$ cat config.mk
export PLATFORM = sky130hd
export DESIGN_NAME = fev_seq
export DESIGN_NICKNAME = d
export VERILOG_FILES = /design/src/rtl/fev_pkg.sv /design/src/rtl/fev_delay.sv /design/src/rtl/fev_walk.sv /design/src/rtl/fev_seq.sv
export SDC_FILE = /design/constraint.sdc
export NUM_CORES = 1
export LEC_CHECK = 0
export ABC_AREA = 1
export BUFFER_PORTS_ARGS = -buffer_cell sky130_fd_sc_hd__clkbuf_2
export CORE_MARGIN = 1
export CORE_UTILIZATION = 45
export CTS_CLUSTER_SIZE = 20
export DETAILED_ROUTE_END_ITERATION = 8
export GPL_TIMING_DRIVEN = 0
export HOLD_SLACK_MARGIN = 0.06
export PLACE_DENSITY = 0.71
export SLEW_MARGIN = 20
export SYNTH_ARGS = -nofsm -noshare
export SYNTH_HDL_FRONTEND = slang
export SYNTH_HIERARCHICAL = 1
export SYNTH_SLANG_ARGS = --single-unit
export TNS_END_PERCENT = 5
$ cat constraint.sdc
create_clock -name clk -period 2.58 [get_ports clk]
set_input_delay 0.516 -clock clk [delete_from_list [all_inputs] [get_ports clk]]
set_output_delay 0.516 -clock clk [all_outputs]
set_load 0.005 [all_outputs]
$ cat src/rtl/fev_pkg.sv
package fev_pkg;

    localparam int NBANK    = 2;
    localparam int BANK_BIT = 17;
    localparam int DW       = 32;

    typedef enum logic [3:0] {
        S_IDLE, S_SETUP, S_ERASE, S_HOLD, S_REL,
        S_VSET, S_WRITE, S_GAP, S_READ, S_CHECK, S_EXIT
    } fev_state_e;

    typedef struct packed {
        logic             swe;
        logic [NBANK-1:0] esu;
        logic [NBANK-1:0] ers;
        logic [NBANK-1:0] ev;
    } fev_ctrl_t;

    function automatic int us_to_cyc(int us, int mhz);
        return us * mhz;
    endfunction

    function automatic int imax(int a, int b);
        return (a > b) ? a : b;
    endfunction

endpackage

$ cat src/rtl/fev_delay.sv
module fev_delay #(
    parameter int W = 8
) (
    input  logic         clk,
    input  logic         rst,
    input  logic         load,
    input  logic [W-1:0] load_val,
    output logic         zero
);
    logic [W-1:0] cnt;

    always_ff @(posedge clk) begin
        if (rst)             cnt <= '0;
        else if (load)       cnt <= load_val;
        else if (cnt != '0)  cnt <= cnt - 1'b1;
    end

    assign zero = (cnt == '0);

    AST_DELAY_NO_WRAP: assert property (@(posedge clk) disable iff (rst)
        (!load && cnt == '0) |=> (cnt == '0));
endmodule

$ cat src/rtl/fev_walk.sv
module fev_walk #(
    parameter int AW = 18
) (
    input  logic          clk,
    input  logic          rst,
    input  logic          init,
    input  logic [AW-1:0] init_val,
    input  logic          step,
    input  logic [AW-1:0] hi,
    output logic [AW-1:0] addr,
    output logic          last
);
    localparam logic [AW-1:0] STRIDE = AW'(4);

    always_ff @(posedge clk) begin
        if (rst)       addr <= '0;
        else if (init) addr <= init_val;
        else if (step) addr <= addr + STRIDE;
    end

    assign last = (addr == hi);
endmodule

$ cat src/rtl/fev_seq.sv
module fev_seq
    import fev_pkg::*;
#(
    parameter int ADDR_W     = 18,
    parameter int CLK_MHZ    = 2,
    parameter int ERASE_CYC  = 16,
    parameter int MAX_ROUNDS = 60
) (
    input  logic              clk,
    input  logic              rst,
    input  logic              start,
    input  logic [ADDR_W-1:0] lo_addr,
    input  logic [ADDR_W-1:0] hi_addr,
    output logic              mem_we,
    output logic              mem_re,
    output logic [ADDR_W-1:0] mem_addr,
    output logic [31:0]       mem_wdata,
    input  logic [31:0]       mem_rdata,
    output logic              swe,
    output logic [1:0]        esu,
    output logic [1:0]        ers,
    output logic [1:0]        ev,
    output logic              busy,
    output logic              done,
    output logic              fail
);
    localparam int T10   = us_to_cyc(10, CLK_MHZ);
    localparam int T20   = us_to_cyc(20, CLK_MHZ);
    localparam int T2    = us_to_cyc(2, CLK_MHZ);
    localparam int T5    = us_to_cyc(5, CLK_MHZ);
    localparam int TGAP  = (T2 >= 2) ? T2 - 2 : 0;
    localparam int MAXD  = imax(imax(T10, T20), imax(ERASE_CYC, imax(T5, T2)));
    localparam int TW    = $clog2(MAXD + 1) + 1;
    localparam int RW    = $clog2(MAX_ROUNDS + 1);

    fev_state_e          st, nxt;
    logic [ADDR_W-1:0]   lo_q, hi_q;
    logic [NBANK-1:0]    mask_q;
    logic [RW-1:0]       round;
    logic                passed;
    logic                t_load, t_zero;
    logic [TW-1:0]       t_val;
    logic                w_init, w_step, w_last;
    logic [ADDR_W-1:0]   w_addr;
    logic                rd_clean;
    fev_ctrl_t           ctrl;

    assign rd_clean = (mem_rdata == '1);

    always_comb begin
        nxt = st;
        unique case (st)
            S_IDLE:  if (start)  nxt = S_SETUP;
            S_SETUP: if (t_zero) nxt = S_ERASE;
            S_ERASE: if (t_zero) nxt = S_HOLD;
            S_HOLD:  if (t_zero) nxt = S_REL;
            S_REL:   if (t_zero) nxt = S_VSET;
            S_VSET:  if (t_zero) nxt = S_WRITE;
            S_WRITE:             nxt = S_GAP;
            S_GAP:   if (t_zero) nxt = S_READ;
            S_READ:              nxt = S_CHECK;
            S_CHECK: nxt = (rd_clean && !w_last) ? S_WRITE : S_EXIT;
            S_EXIT:  if (t_zero) nxt = (passed || round == RW'(MAX_ROUNDS)) ? S_IDLE : S_SETUP;
            default:             nxt = S_IDLE;
        endcase
    end

    always_comb begin
        t_load = (nxt != st);
        unique case (nxt)
            S_SETUP: t_val = TW'(T10 - 1);
            S_ERASE: t_val = TW'(ERASE_CYC - 1);
            S_HOLD:  t_val = TW'(T10 - 1);
            S_REL:   t_val = TW'(T10 - 1);
            S_VSET:  t_val = TW'(T20 - 1);
            S_GAP:   t_val = TW'(TGAP);
            S_EXIT:  t_val = TW'(T5 - 1);
            default: t_val = '0;
        endcase
    end

    always_ff @(posedge clk) begin
        if (rst) begin
            st     <= S_IDLE;
            lo_q   <= '0;
            hi_q   <= '0;
            mask_q <= '0;
            round  <= '0;
            passed <= 1'b0;
            done   <= 1'b0;
            fail   <= 1'b0;
        end else begin
            st <= nxt;
            if (st == S_IDLE && start) begin
                lo_q      <= lo_addr;
                hi_q      <= hi_addr;
                mask_q[0] <= ~lo_addr[BANK_BIT];
                mask_q[1] <= hi_addr[BANK_BIT];
                round     <= RW'(1);
                done      <= 1'b0;
                fail      <= 1'b0;
                passed    <= 1'b0;
            end
            if (st == S_CHECK)
                passed <= rd_clean && w_last;
            if (st == S_EXIT && t_zero) begin
                if (passed)                         done  <= 1'b1;
                else if (round == RW'(MAX_ROUNDS))  fail  <= 1'b1;
                else                                round <= round + 1'b1;
            end
        end
    end

    assign w_init = (nxt == S_VSET) && (st != S_VSET);
    assign w_step = (st == S_CHECK) && rd_clean && !w_last;

    fev_delay #(.W(TW)) u_delay (
        .clk(clk), .rst(rst), .load(t_load), .load_val(t_val), .zero(t_zero)
    );

    fev_walk #(.AW(ADDR_W)) u_walk (
        .clk(clk), .rst(rst), .init(w_init), .init_val(lo_q), .step(w_step),
        .hi(hi_q), .addr(w_addr), .last(w_last)
    );

    always_comb begin
        ctrl.swe = (st != S_IDLE);
        ctrl.esu = (st inside {S_SETUP, S_ERASE, S_HOLD}) ? mask_q : '0;
        ctrl.ers = (st == S_ERASE) ? mask_q : '0;
        ctrl.ev  = (st inside {S_VSET, S_WRITE, S_GAP, S_READ, S_CHECK}) ? mask_q : '0;
    end

    assign swe       = ctrl.swe;
    assign esu       = ctrl.esu;
    assign ers       = ctrl.ers;
    assign ev        = ctrl.ev;
    assign busy      = (st != S_IDLE);
    assign mem_we    = (st == S_WRITE);
    assign mem_re    = (st == S_READ);
    assign mem_addr  = w_addr;
    assign mem_wdata = '1;

    AST_ERS_UNDER_ESU: assert property (@(posedge clk) disable iff (rst)
        (ers & ~esu) == '0);
    AST_EV_ESU_APART: assert property (@(posedge clk) disable iff (rst)
        !((|ev) && (|esu)));
    AST_WE_RE_APART: assert property (@(posedge clk) disable iff (rst)
        !(mem_we && mem_re));
    AST_WALK_BOUND: assert property (@(posedge clk) disable iff (rst)
        (mem_we && lo_q <= hi_q) |-> (mem_addr <= hi_q));
    AST_ROUND_CAP: assert property (@(posedge clk) disable iff (rst)
        round <= RW'(MAX_ROUNDS));
    AST_END_EXCL: assert property (@(posedge clk) disable iff (rst)
        !(done && fail));
    AST_SWE_FALL_END: assert property (@(posedge clk) disable iff (rst)
        $fell(swe) |-> (done || fail));
    AST_START_IGNORED: assert property (@(posedge clk) disable iff (rst)
        (busy && start) |=> ($stable(lo_q) && $stable(hi_q)));
endmodule

==> impl_metrics.env, run 1 <==
export IMPL_status="complete, no violations"
export IMPL_core_um2=9770
export IMPL_ys_ff_latch=75
export IMPL_clock_latency_ns=0.36
export IMPL_drc_errors=0
export IMPL_antenna_found_initial=0
export IMPL_arrival_ns=2.69
export IMPL_cts_clk_slew_worst_paths_ns=0.09
export IMPL_start_util_pct=46.5
export IMPL_synth_top_area_share_pct=33.0
export IMPL_path_max_fanout=10
export IMPL_rsz0062_at_grt="yes"
export IMPL_final_seq_area_um2=1510
export IMPL_yosysWarnings=6
export IMPL_io_buffer_count=100
export IMPL_syn_area_per_cell_um2=6.74
export IMPL_grt_use_met1_pct=28.6
export IMPL_grtUsageMet2_pct=41.7
export IMPL_gp_congestion=0.884
export IMPL_final_common_cell="nand2_1"
export IMPL_fin_skew_ns=0.0131
export IMPL_r2r_slack_ns=0.18
export IMPL_synth_seq_area_share_pct=33.0
export IMPL_dr_total_vias=4632
export IMPL_ctsHoldBuffers=0
export IMPL_dp_hpwl_mm=9.15
export IMPL_r2r_start="u_walk/addr[13]"
export IMPL_syn2layout_area_growth_pct=22.4
export IMPL_tritoncts="yes"
export IMPL_n_antenna_cell=0
export IMPL_globalRouteMet3Util_pct=4.68
export IMPL_finalSetupViolCount=0
export IMPL_yosys_area_top_type="dfxtp_1"
export IMPL_ir_drop_mv=0.417
export IMPL_hold_path_class="in2reg"
export IMPL_fp_dieW_um=102
export IMPL_rows=36
export IMPL_fillers=996
export IMPL_syn_area_um2=4540
export IMPL_synthArstFlopShare_pct=0
export IMPL_final_max_slew_viol_count=0
export IMPL_setup_worst_path_end="u_delay/cnt[0]"
export IMPL_viasPerCell=4.85
export IMPL_relSlewSlack_pct=61.3
export IMPL_grt_usage_pct=23.6
export IMPL_start_kind="register"
export IMPL_cap_violations=0
export IMPL_cts_root_buf="clkbuf_8"
export IMPL_synth_distinct_cells=45
export IMPL_syn_inst=674
export IMPL_end_kind="register"
export IMPL_die_h_um=102
export IMPL_cts_buffers=9
export IMPL_grt_pass1_wl_mm=19.2
export IMPL_grt_busiest_layer="met2"
export IMPL_r2r_cells=17
export IMPL_placed_cell_area_um2=5330
export IMPL_drt_wl_total_mm=11.9
export IMPL_final_core_util_pct=56.9
export IMPL_synth_area_leaders="dfxtp_1, nand2_1, a21oi_1"
export IMPL_io_pins=133
export IMPL_multiInputGateArea_um2=2580
export IMPL_post_drt_wl_per_cell_um=12.5
export IMPL_grt_pass1_vias=4257
export IMPL_cp_required_ns=2.87
export IMPL_clkSinkCount=75
export IMPL_grt_overflow_total=0
export IMPL_grt_max_degree=16
export IMPL_worstSetupStartpoint="u_walk/addr[13]"
export IMPL_power_leakage_nw=2.54
export IMPL_synth_edff_count=0
export IMPL_htreeDepth=3
export IMPL_fin_area_um2=5560
export IMPL_clock_fmax_ghz=0.416
export IMPL_r2r_end="u_delay/cnt[0]"
export IMPL_critPathKind="reg2reg"
export IMPL_drive_above_1_share_pct=26.4
export IMPL_worstMarginPinSlew_ns=0.580
export IMPL_clock_path_buffers=2
export IMPL_hold_viol_final=0
export IMPL_final_nets=894
export IMPL_synthFlopType="dfxtp_1"
export IMPL_die_area_um2=10500
export IMPL_min_period_ns=2.40
export IMPL_ant_nets=0
export IMPL_power_density_nw_per_um2=747
export IMPL_drtIter0Drc=214
export IMPL_first_pass_iters=6
export IMPL_final_cell_mix="nand2_1, clkbuf_2, dfxtp_1, a21oi_1, nor2_1"
export IMPL_fin_crit_sh_pct=93.1
kinds of logic (layout without fill, tap and decap cells):
kind of cell               Yosys count  in the layout  share of synthesized area [%]
DFF                                 75             75                           33.0
buffers and inverters              118            236                           13.4
xor gates and xnor gates            18             18                           3.80
other                                2             33                          0.165
AOI/OAI and AO/OA                  109            109                           13.1
adders and majority gates            5              5                           1.38
and+or+nand+nor                    347            347                           35.1
registers in the layout, summed over array words and instances (netlist names), 4 cells and up:
signal	count
round	6
lo_q	18
u_delay/cnt	7
hi_q	18
u_walk/addr	18
st	4
synthesized netlist by cell type (all sizes together), types with 2 or more instances:
master and n:
nand2 203, nor2 84, dfxtp 75, a21oi 69, inv 64, buf 43
nand3 38, o21ai 24, a22oi 11, clkbuf 10, nand4 9, xnor2 9
xor2 9, ha 5, nor3 4, or2 4, nand3b 3, conb 2
report_power, final:
group	switching (mW)	internal, mW	total, mW
Combinational	1.12	0.735	1.85
Clock	0.495	0.366	0.860
Sequential	0.129	1.32	1.44
layout make-up:
type                       instances  share of cell area [%]
clock inverter                     7                    1.06
buffer                            53                    6.55
clock buffer                       9                    2.23
tap                              133                    2.99
sequential                        75                    27.1
timing repair buffer             102                    9.27
inverter                          65                    4.39
multi-input combinational        512                    46.4
per-stage QoR:
step           setup slack, ns  hold WS, ns  power [mW]  cells  TNS (ns)
2_1_floorplan            0.263        0.442        2.84    705         0
3_3_place_gp           0.00688        0.453        3.19    938         0
3_5_place_dp           -0.0562        0.458        3.24    938   -0.0753
4_1_cts                 0.0531        0.360        4.14    956         0
5_1_grt                -0.0612        0.364        4.45    956   -0.0829
6_report                 0.177        0.370        4.16    956         0
worst min-delay path by stage:
stage,from,end,slack (ns),cells after the start
4_1_cts,hi_addr[1],hi_q[1],0.36,3
3_5_place_dp,lo_q[8],lo_q[8],0.46,2
3_3_place_gp,lo_q[5],lo_q[5],0.45,2
2_1_floorplan,lo_q[5],lo_q[5],0.44,2
5_1_grt,lo_addr[14],lo_q[14],0.36,3
6_report,lo_addr[15],lo_q[15],0.37,3
layer usage:
layer  part of all wire, %  wire length, um
met1                    43             5120
met2                    50             5910
met3                   5.8              696
met4                   1.5              173
met5                     0                0
critical path, cell delays in order (launching register included):
cell      delay (ns)
dfxtp_2         0.37
or2_0           0.25
a21oi_2         0.17
nand3_1         0.08
nor2_1          0.12
nand2_1         0.08
nor2_2          0.15
inv_1           0.08
nand4_1         0.11
nand2_2         0.09
inv_2           0.12
nand2_1         0.06
nand3b_1        0.15
buf_12          0.15
nand2_1         0.05
o21ai_0         0.07
nand2_1         0.09
a21oi_2         0.13
timing repair:
item | 4_1_cts | 5_1_grt
endpoints found under the setup margin | 3 | 17
gates resized for setup | 2 | 12
pin swaps | 1 | 0
setup buffers | 2 | 0
No activity file was read; power rests on OpenSTA's default activity.
==> run 2, diff against run 1 <==
--- a/config.mk
+++ b/config.mk
@@ -13,7 +13,7 @@
 export DETAILED_ROUTE_END_ITERATION = 8
 export GPL_TIMING_DRIVEN = 0
 export HOLD_SLACK_MARGIN = 0.06
-export PLACE_DENSITY = 0.71
+export PLACE_DENSITY_LB_ADDON = 0.1
 export SLEW_MARGIN = 20
 export SYNTH_ARGS = -nofsm -noshare
 export SYNTH_HDL_FRONTEND = slang
==> run 2 against run 1 <==
Net effect: register-to-register slack about the same; total power up 8.0%; sequential cell count unchanged; via count down 0.76%; sequential share of layout area down 0.39 points; combinational power about the same; count of clock-buffer cells in the layout up 1; first-iteration DRC count up 10%; critical endpoint is now u_delay/cnt[6]; largest power group unchanged.
==> impl_metrics.env, run 2 (synthesis gave the netlist of run 1 again) <==
export IMPL_status="complete, no violations"
export IMPL_io_pins=133
export IMPL_critPathKind="reg2reg"
export IMPL_grt_max_degree=14
export IMPL_htreeDepth=3
export IMPL_grt_pass1_wl_mm=18.8
export IMPL_ant_nets=0
export IMPL_die_h_um=102
export IMPL_finalSetupViolCount=0
export IMPL_worstMarginPinSlew_ns=0.586
export IMPL_rows=36
export IMPL_start_kind="register"
export IMPL_core_um2=9770
export IMPL_clock_path_buffers=2
export IMPL_arrival_ns=2.64
export IMPL_final_core_util_pct=57.6
export IMPL_first_pass_iters=5
export IMPL_power_leakage_nw=2.58
export IMPL_rsz0062_at_grt="yes"
export IMPL_drt_wl_total_mm=11.9
export IMPL_min_period_ns=2.40
export IMPL_power_density_nw_per_um2=797
export IMPL_fin_area_um2=5630
export IMPL_antenna_found_initial=0
export IMPL_ir_drop_mv=0.445
export IMPL_clock_fmax_ghz=0.417
export IMPL_cts_root_buf="clkbuf_8"
export IMPL_clkSinkCount=75
export IMPL_final_nets=894
export IMPL_fin_crit_sh_pct=92.9
export IMPL_placed_cell_area_um2=5330
export IMPL_hp_start="lo_addr[1]"
export IMPL_hold_ws_ns=0.380
export IMPL_path_max_fanout=10
export IMPL_ctsHoldBuffers=0
export IMPL_hold_viol_final=0
export IMPL_fillers=992
export IMPL_gp_congestion=0.929
export IMPL_worstSetupStartpoint="u_walk/addr[9]"
export IMPL_dr_total_vias=4597
export IMPL_grt_overflow_total=0
export IMPL_fp_dieW_um=102
export IMPL_final_common_cell="nand2_1"
export IMPL_viasPerCell=4.81
export IMPL_post_drt_wl_per_cell_um=12.5
export IMPL_final_max_slew_viol_count=0
export IMPL_drtIter0Drc=236
export IMPL_relSlewSlack_pct=61.0
export IMPL_clock_latency_ns=0.35
export IMPL_fin_skew_ns=0.0125
export IMPL_hold_path_class="in2reg"
export IMPL_n_antenna_cell=0
export IMPL_largestRegisters="hi_q: 18 flops, lo_q: 18 flops, u_walk/addr: 18 flops"
export IMPL_tritoncts="yes"
export IMPL_dp_hpwl_mm=9.20
export IMPL_drc_errors=0
export IMPL_end_kind="register"
export IMPL_cp_required_ns=2.82
export IMPL_cts_clk_slew_worst_paths_ns=0.09
export IMPL_syn2layout_area_growth_pct=24.0
export IMPL_io_buffer_count=100
export IMPL_cap_violations=0
export IMPL_grt_usage_pct=22.9
export IMPL_die_area_um2=10500
export IMPL_grt_pass1_vias=4156
export IMPL_final_cell_mix="nand2_1, clkbuf_2, dfxtp_1, a21oi_1, nor2_1"
export IMPL_start_util_pct=46.5
export IMPL_cts_buffers=9
export IMPL_r2r_start="u_walk/addr[9]"
export IMPL_drive_above_1_share_pct=26.0
export IMPL_power_total_mw=4.49
## run 2: cell type report
cell class / count / area [um^2] / share of cell area, %
Clock buffer: 10 / 128 / 2.27
Sequential cell: 75 / 1510 / 26.7
Buffer: 53 / 364 / 6.46
Multi-Input combinational cell: 512 / 2570 / 45.7
Timing Repair Buffer: 102 / 515 / 9.15
Tap cell: 133 / 166 / 2.95
Inverter: 65 / 244 / 4.33
Clock inverter: 6 / 136 / 2.42
## run 2: where the power goes
| group | internal, mW | switching, mW | total, mW |
|---|---|---|---|
| logic | 0.733 | 1.10 | 1.84 |
| clock network | 0.745 | 0.462 | 1.21 |
| registers | 1.32 | 0.131 | 1.45 |
## run 2: final timing paths
path	to	slack (ns)	cells past startpoint
min reg2reg	u_walk/addr[6]	0.47	2
max	u_delay/cnt[6]	0.18	17
max reg2reg	u_delay/cnt[6]	0.18	17
min	lo_q[1]	0.38	3
## run 2: repair_timing
action	CTS	global route
pin swaps	1	0
setup endpoints to repair	3	20
gates resized for setup	2	9
setup buffers	2	0
## run 2: per-stage QoR
stage               worst slack [ns]  setup TNS, ns  std cells
floorplan                      0.263              0        705
global placement             -0.0538        -0.0608        938
detailed placement           -0.0999         -0.159        938
CTS                           0.0117              0        956
global route                 -0.0542        -0.0542        956
finish                         0.184              0        956
## run 2: per-layer routing
layer	part of all wire, %	track usage (%)	vias up
met4	1.2	6.70	0
met2	49	41.8	138
met5	0	0	-
met3	5.0	3.86	11
met1	44	27.5	2082
li1	-	-	2366
## run 2: critical path: stages, from the launching register on
cell	delay [ns]
dfxtp_1	0.47
inv_1	0.15
or2_0	0.23
nand4_1	0.09
nor2_1	0.06
nand2_1	0.06
nor2_1	0.05
inv_1	0.07
nand4_1	0.10
nand2_2	0.14
inv_2	0.08
nand2_1	0.06
nand3b_1	0.14
buf_12	0.18
nor3_4	0.22
nor2_1	0.06
o21ai_1	0.08
inv_1	0.05
==> run 3, diff against run 2 <==
--- a/config.mk
+++ b/config.mk
@@ -5,7 +5,6 @@
 export SDC_FILE = /design/constraint.sdc
 export NUM_CORES = 1
 export LEC_CHECK = 0
-export ABC_AREA = 1
 export BUFFER_PORTS_ARGS = -buffer_cell sky130_fd_sc_hd__clkbuf_2
 export CORE_MARGIN = 1
 export CORE_UTILIZATION = 45
==> run 3 against run 2 <==
Net effect: the run now ends with setup timing left; critical path depth fell by 5; via count shrank 9.8%; die area fell by 6.8%; fmax decreased by 12%; core utilization up 2.2 points; design area down 2.7%; first-iteration DRC count shrank 8.9%; worst hold slack worse by 0.0092 ns; global-route usage rose by 0.18 points; combinational power shrank 26%; sequential cell count is the same; synthesized cell count fell by 20%.
==> impl_metrics.env, run 3 <==
export IMPL_status="complete, but fails checks"
export IMPL_violations="setup timing"
export IMPL_critPathKind="reg2reg"
export IMPL_yosys_area_top_type="dfxtp_1"
export IMPL_synth_seq_area_share_pct=35.5
export IMPL_antenna_found_initial=0
export IMPL_yosysWarnings=6
export IMPL_finalSetupViolCount=9
export IMPL_die_h_um=98.9
export IMPL_post_drt_wl_per_cell_um=14.3
export IMPL_place_inst=778
export IMPL_ir_drop_mv=0.513
export IMPL_die_area_um2=9790
export IMPL_synth_common_cells="nand2_1, dfxtp_1, a21oi_1"
export IMPL_drt_wl_total_mm=11.5
export IMPL_clkSinkCount=75
export IMPL_power_density_nw_per_um2=674
export IMPL_start_util_pct=46.2
export IMPL_grt_max_degree=15
export IMPL_ys_ff_latch=75
export IMPL_worstSetupStartpoint="u_delay/cnt[0]"
export IMPL_drive_above_1_share_pct=32.5
export IMPL_clock_latency_ns=0.35
export IMPL_io_buffer_count=99
export IMPL_fin_crit_sh_pct=106
export IMPL_drtIter0Drc=215
export IMPL_cts_root_buf="clkbuf_8"
export IMPL_grt_pass1_wl_mm=17.7
export IMPL_core_um2=9150
export IMPL_hold_viol_final=0
export IMPL_final_nets=766
export IMPL_start_kind="register"
export IMPL_cp_required_ns=2.86
export IMPL_cts_buffers=9
export IMPL_syn_area_per_cell_um2=7.87
export IMPL_power_leakage_nw=2.48
export IMPL_cap_violations=0
export IMPL_dr_total_vias=4148
export IMPL_synth_distinct_cells=65
export IMPL_placed_cell_area_um2=5010
export IMPL_grt_usage_pct=23.1
export IMPL_dp_hpwl_mm=8.61
export IMPL_viasPerCell=5.15
export IMPL_min_period_ns=2.73
export IMPL_final_cell_mix="clkbuf_2, nand2_1, dfxtp_1, a21oi_1, buf_4"
export IMPL_final_common_cell="clkbuf_2"
export IMPL_clock_fmax_ghz=0.367
export IMPL_grt_overflow_total=0
export IMPL_grt_pass1_vias=3618
export IMPL_synth_edff_count=0
export IMPL_r2r_cells=12
export IMPL_n_antenna_cell=0
export IMPL_clock_path_buffers=2
export IMPL_ant_nets=0
export IMPL_rows=35
export IMPL_rsz0062_at_grt="yes"
export IMPL_drc_errors=0
export IMPL_fillers=859
export IMPL_r2r_slack_ns=-0.15
export IMPL_hold_path_class="in2reg"
export IMPL_r2r_start="u_delay/cnt[0]"
export IMPL_gp_congestion=0.928
export IMPL_syn_inst=537
export IMPL_cts_clk_slew_worst_paths_ns=0.09
export IMPL_fin_skew_ns=0.0148
export IMPL_syn_area_um2=4230
export IMPL_synthFlopType="dfxtp_1"
export IMPL_fin_ws_ns=-0.148
export IMPL_stdcell_count=806
export IMPL_syn2layout_area_growth_pct=29.6
export IMPL_synth_top_area_share_pct=35.5
export IMPL_synthArstFlopShare_pct=0
export IMPL_setup_worst_path_end="u_delay/cnt[4]"
export IMPL_arrival_ns=3.00
export IMPL_fp_dieW_um=98.9
export IMPL_htreeDepth=3
export IMPL_relSlewSlack_pct=61.2
export IMPL_tritoncts="yes"
export IMPL_end_kind="register"
export IMPL_io_pins=133
export IMPL_synth_most_common_cell="nand2_1"
export IMPL_path_max_fanout=7
export IMPL_first_pass_iters=6
export IMPL_r2r_end="u_delay/cnt[4]"
export IMPL_synth_area_leaders="dfxtp_1, nand2_1, buf_4"
export IMPL_largestRegisters="hi_q: 18 flops, lo_q: 18 flops, u_walk/addr: 18 flops"
export IMPL_fin_area_um2=5480
export IMPL_final_max_slew_viol_count=0
export IMPL_worstMarginPinSlew_ns=0.577
-- run 3: cell count changes in the layout (fill, tap and decap cells not counted), moves of 12 or more --
| cell | previous run | this run |
|---|---|---|
| xor2_1 | 7 | 20 |
| nor2_1 | 64 | 32 |
| buf_4 | 38 | 50 |
| inv_1 | 59 | 10 |
| nand3_1 | 34 | 12 |
| nand2_1 | 192 | 99 |
| a21oi_1 | 67 | 51 |
-- run 3: cell type report --
| class | instances | area, um^2 | share of cell area, % |
|---|---|---|---|
| Timing Repair Buffer | 114 | 608 | 11.1 |
| Buffer | 66 | 437 | 7.97 |
| Clock inverter | 6 | 72.6 | 1.32 |
| Multi-Input combinational cell | 412 | 2530 | 46.2 |
| Inverter | 12 | 45.0 | 0.822 |
| Sequential cell | 75 | 1510 | 27.6 |
| Tap cell | 111 | 139 | 2.53 |
| Clock buffer | 10 | 138 | 2.51 |
-- run 3: worst min-delay path by stage --
stage	start	end	slack (ns)	cells past startpoint
5_1_grt	lo_addr[5]	lo_q[5]	0.36	3
6_report	lo_addr[5]	lo_q[5]	0.37	3
3_5_place_dp	lo_q[4]	lo_q[4]	0.45	2
3_3_place_gp	lo_q[17]	lo_q[17]	0.44	2
4_1_cts	lo_addr[1]	lo_q[1]	0.36	3
2_1_floorplan	lo_q[17]	lo_q[17]	0.43	2
-- run 3: worst max-delay path: stages (launching register included) --
cell      delay (ns)
dfxtp_2         0.34
inv_2           0.06
ha_4            0.15
and4b_1         0.18
buf_6           0.15
o21ai_4         0.15
a21oi_2         0.09
o31a_1          0.29
or4_1           0.47
o311a_1         0.16
clkbuf_8        0.16
or3_1           0.33
a21oi_1         0.13
-- run 3: timing repair --
action                     CTS  global route
setup endpoints to repair   26            16
setup buffers                4            10
pin swaps                    6            13
gates cloned                 1             0
gates resized for setup     16            18
hold buffers                 0             0
-- run 3: metrics by stage --
step                hold WS, ns  TNS, ns  power (mW)  util (%)  worst slack (ns)
floorplan                 0.431   -0.168        2.26         -           -0.0574
global placement          0.440   -13.10        2.53      54.7            -0.825
CTS                       0.359   -0.705        3.63      58.3            -0.128
detailed placement        0.449   -12.89        2.56      54.7            -0.807
finish                    0.371   -0.907        3.69      59.9            -0.148
global route              0.363    -2.43        3.90      59.9            -0.260
-- run 3: cells by family (layout without fill, tap and decap cells) --
kind of cell               count (synthesis)  count (layout)  share of synthesized area [%]
DFF                                       75              75                           35.5
buffers and inverters                     81             208                           11.4
adders and majority gates                  5               5                           1.48
and+or+nand+nor                          225             225                           26.8
other                                      2              33                          0.178
AOI/OAI and AO/OA                        107             107                           15.8
muxes                                      5               5                           1.21
xor gates and xnor gates                  37              37                           7.66
-- run 3: layer usage --
layer  vias to the layer above  global-route usage (%)  part of all wire, %
met5                         -                       0                    0
met2                       149                    37.6                   47
met3                        15                    3.48                  5.9
met1                      1893                    31.4                   46
li1                       2091                       -                    -
met4                         0                    7.58                  1.2
-- run 3: report_power, final --
part           internal [mW]  total, mW  switching, mW
combinational          0.655       1.37          0.717
clock                  0.481      0.946          0.465
sequential              1.28       1.37         0.0917
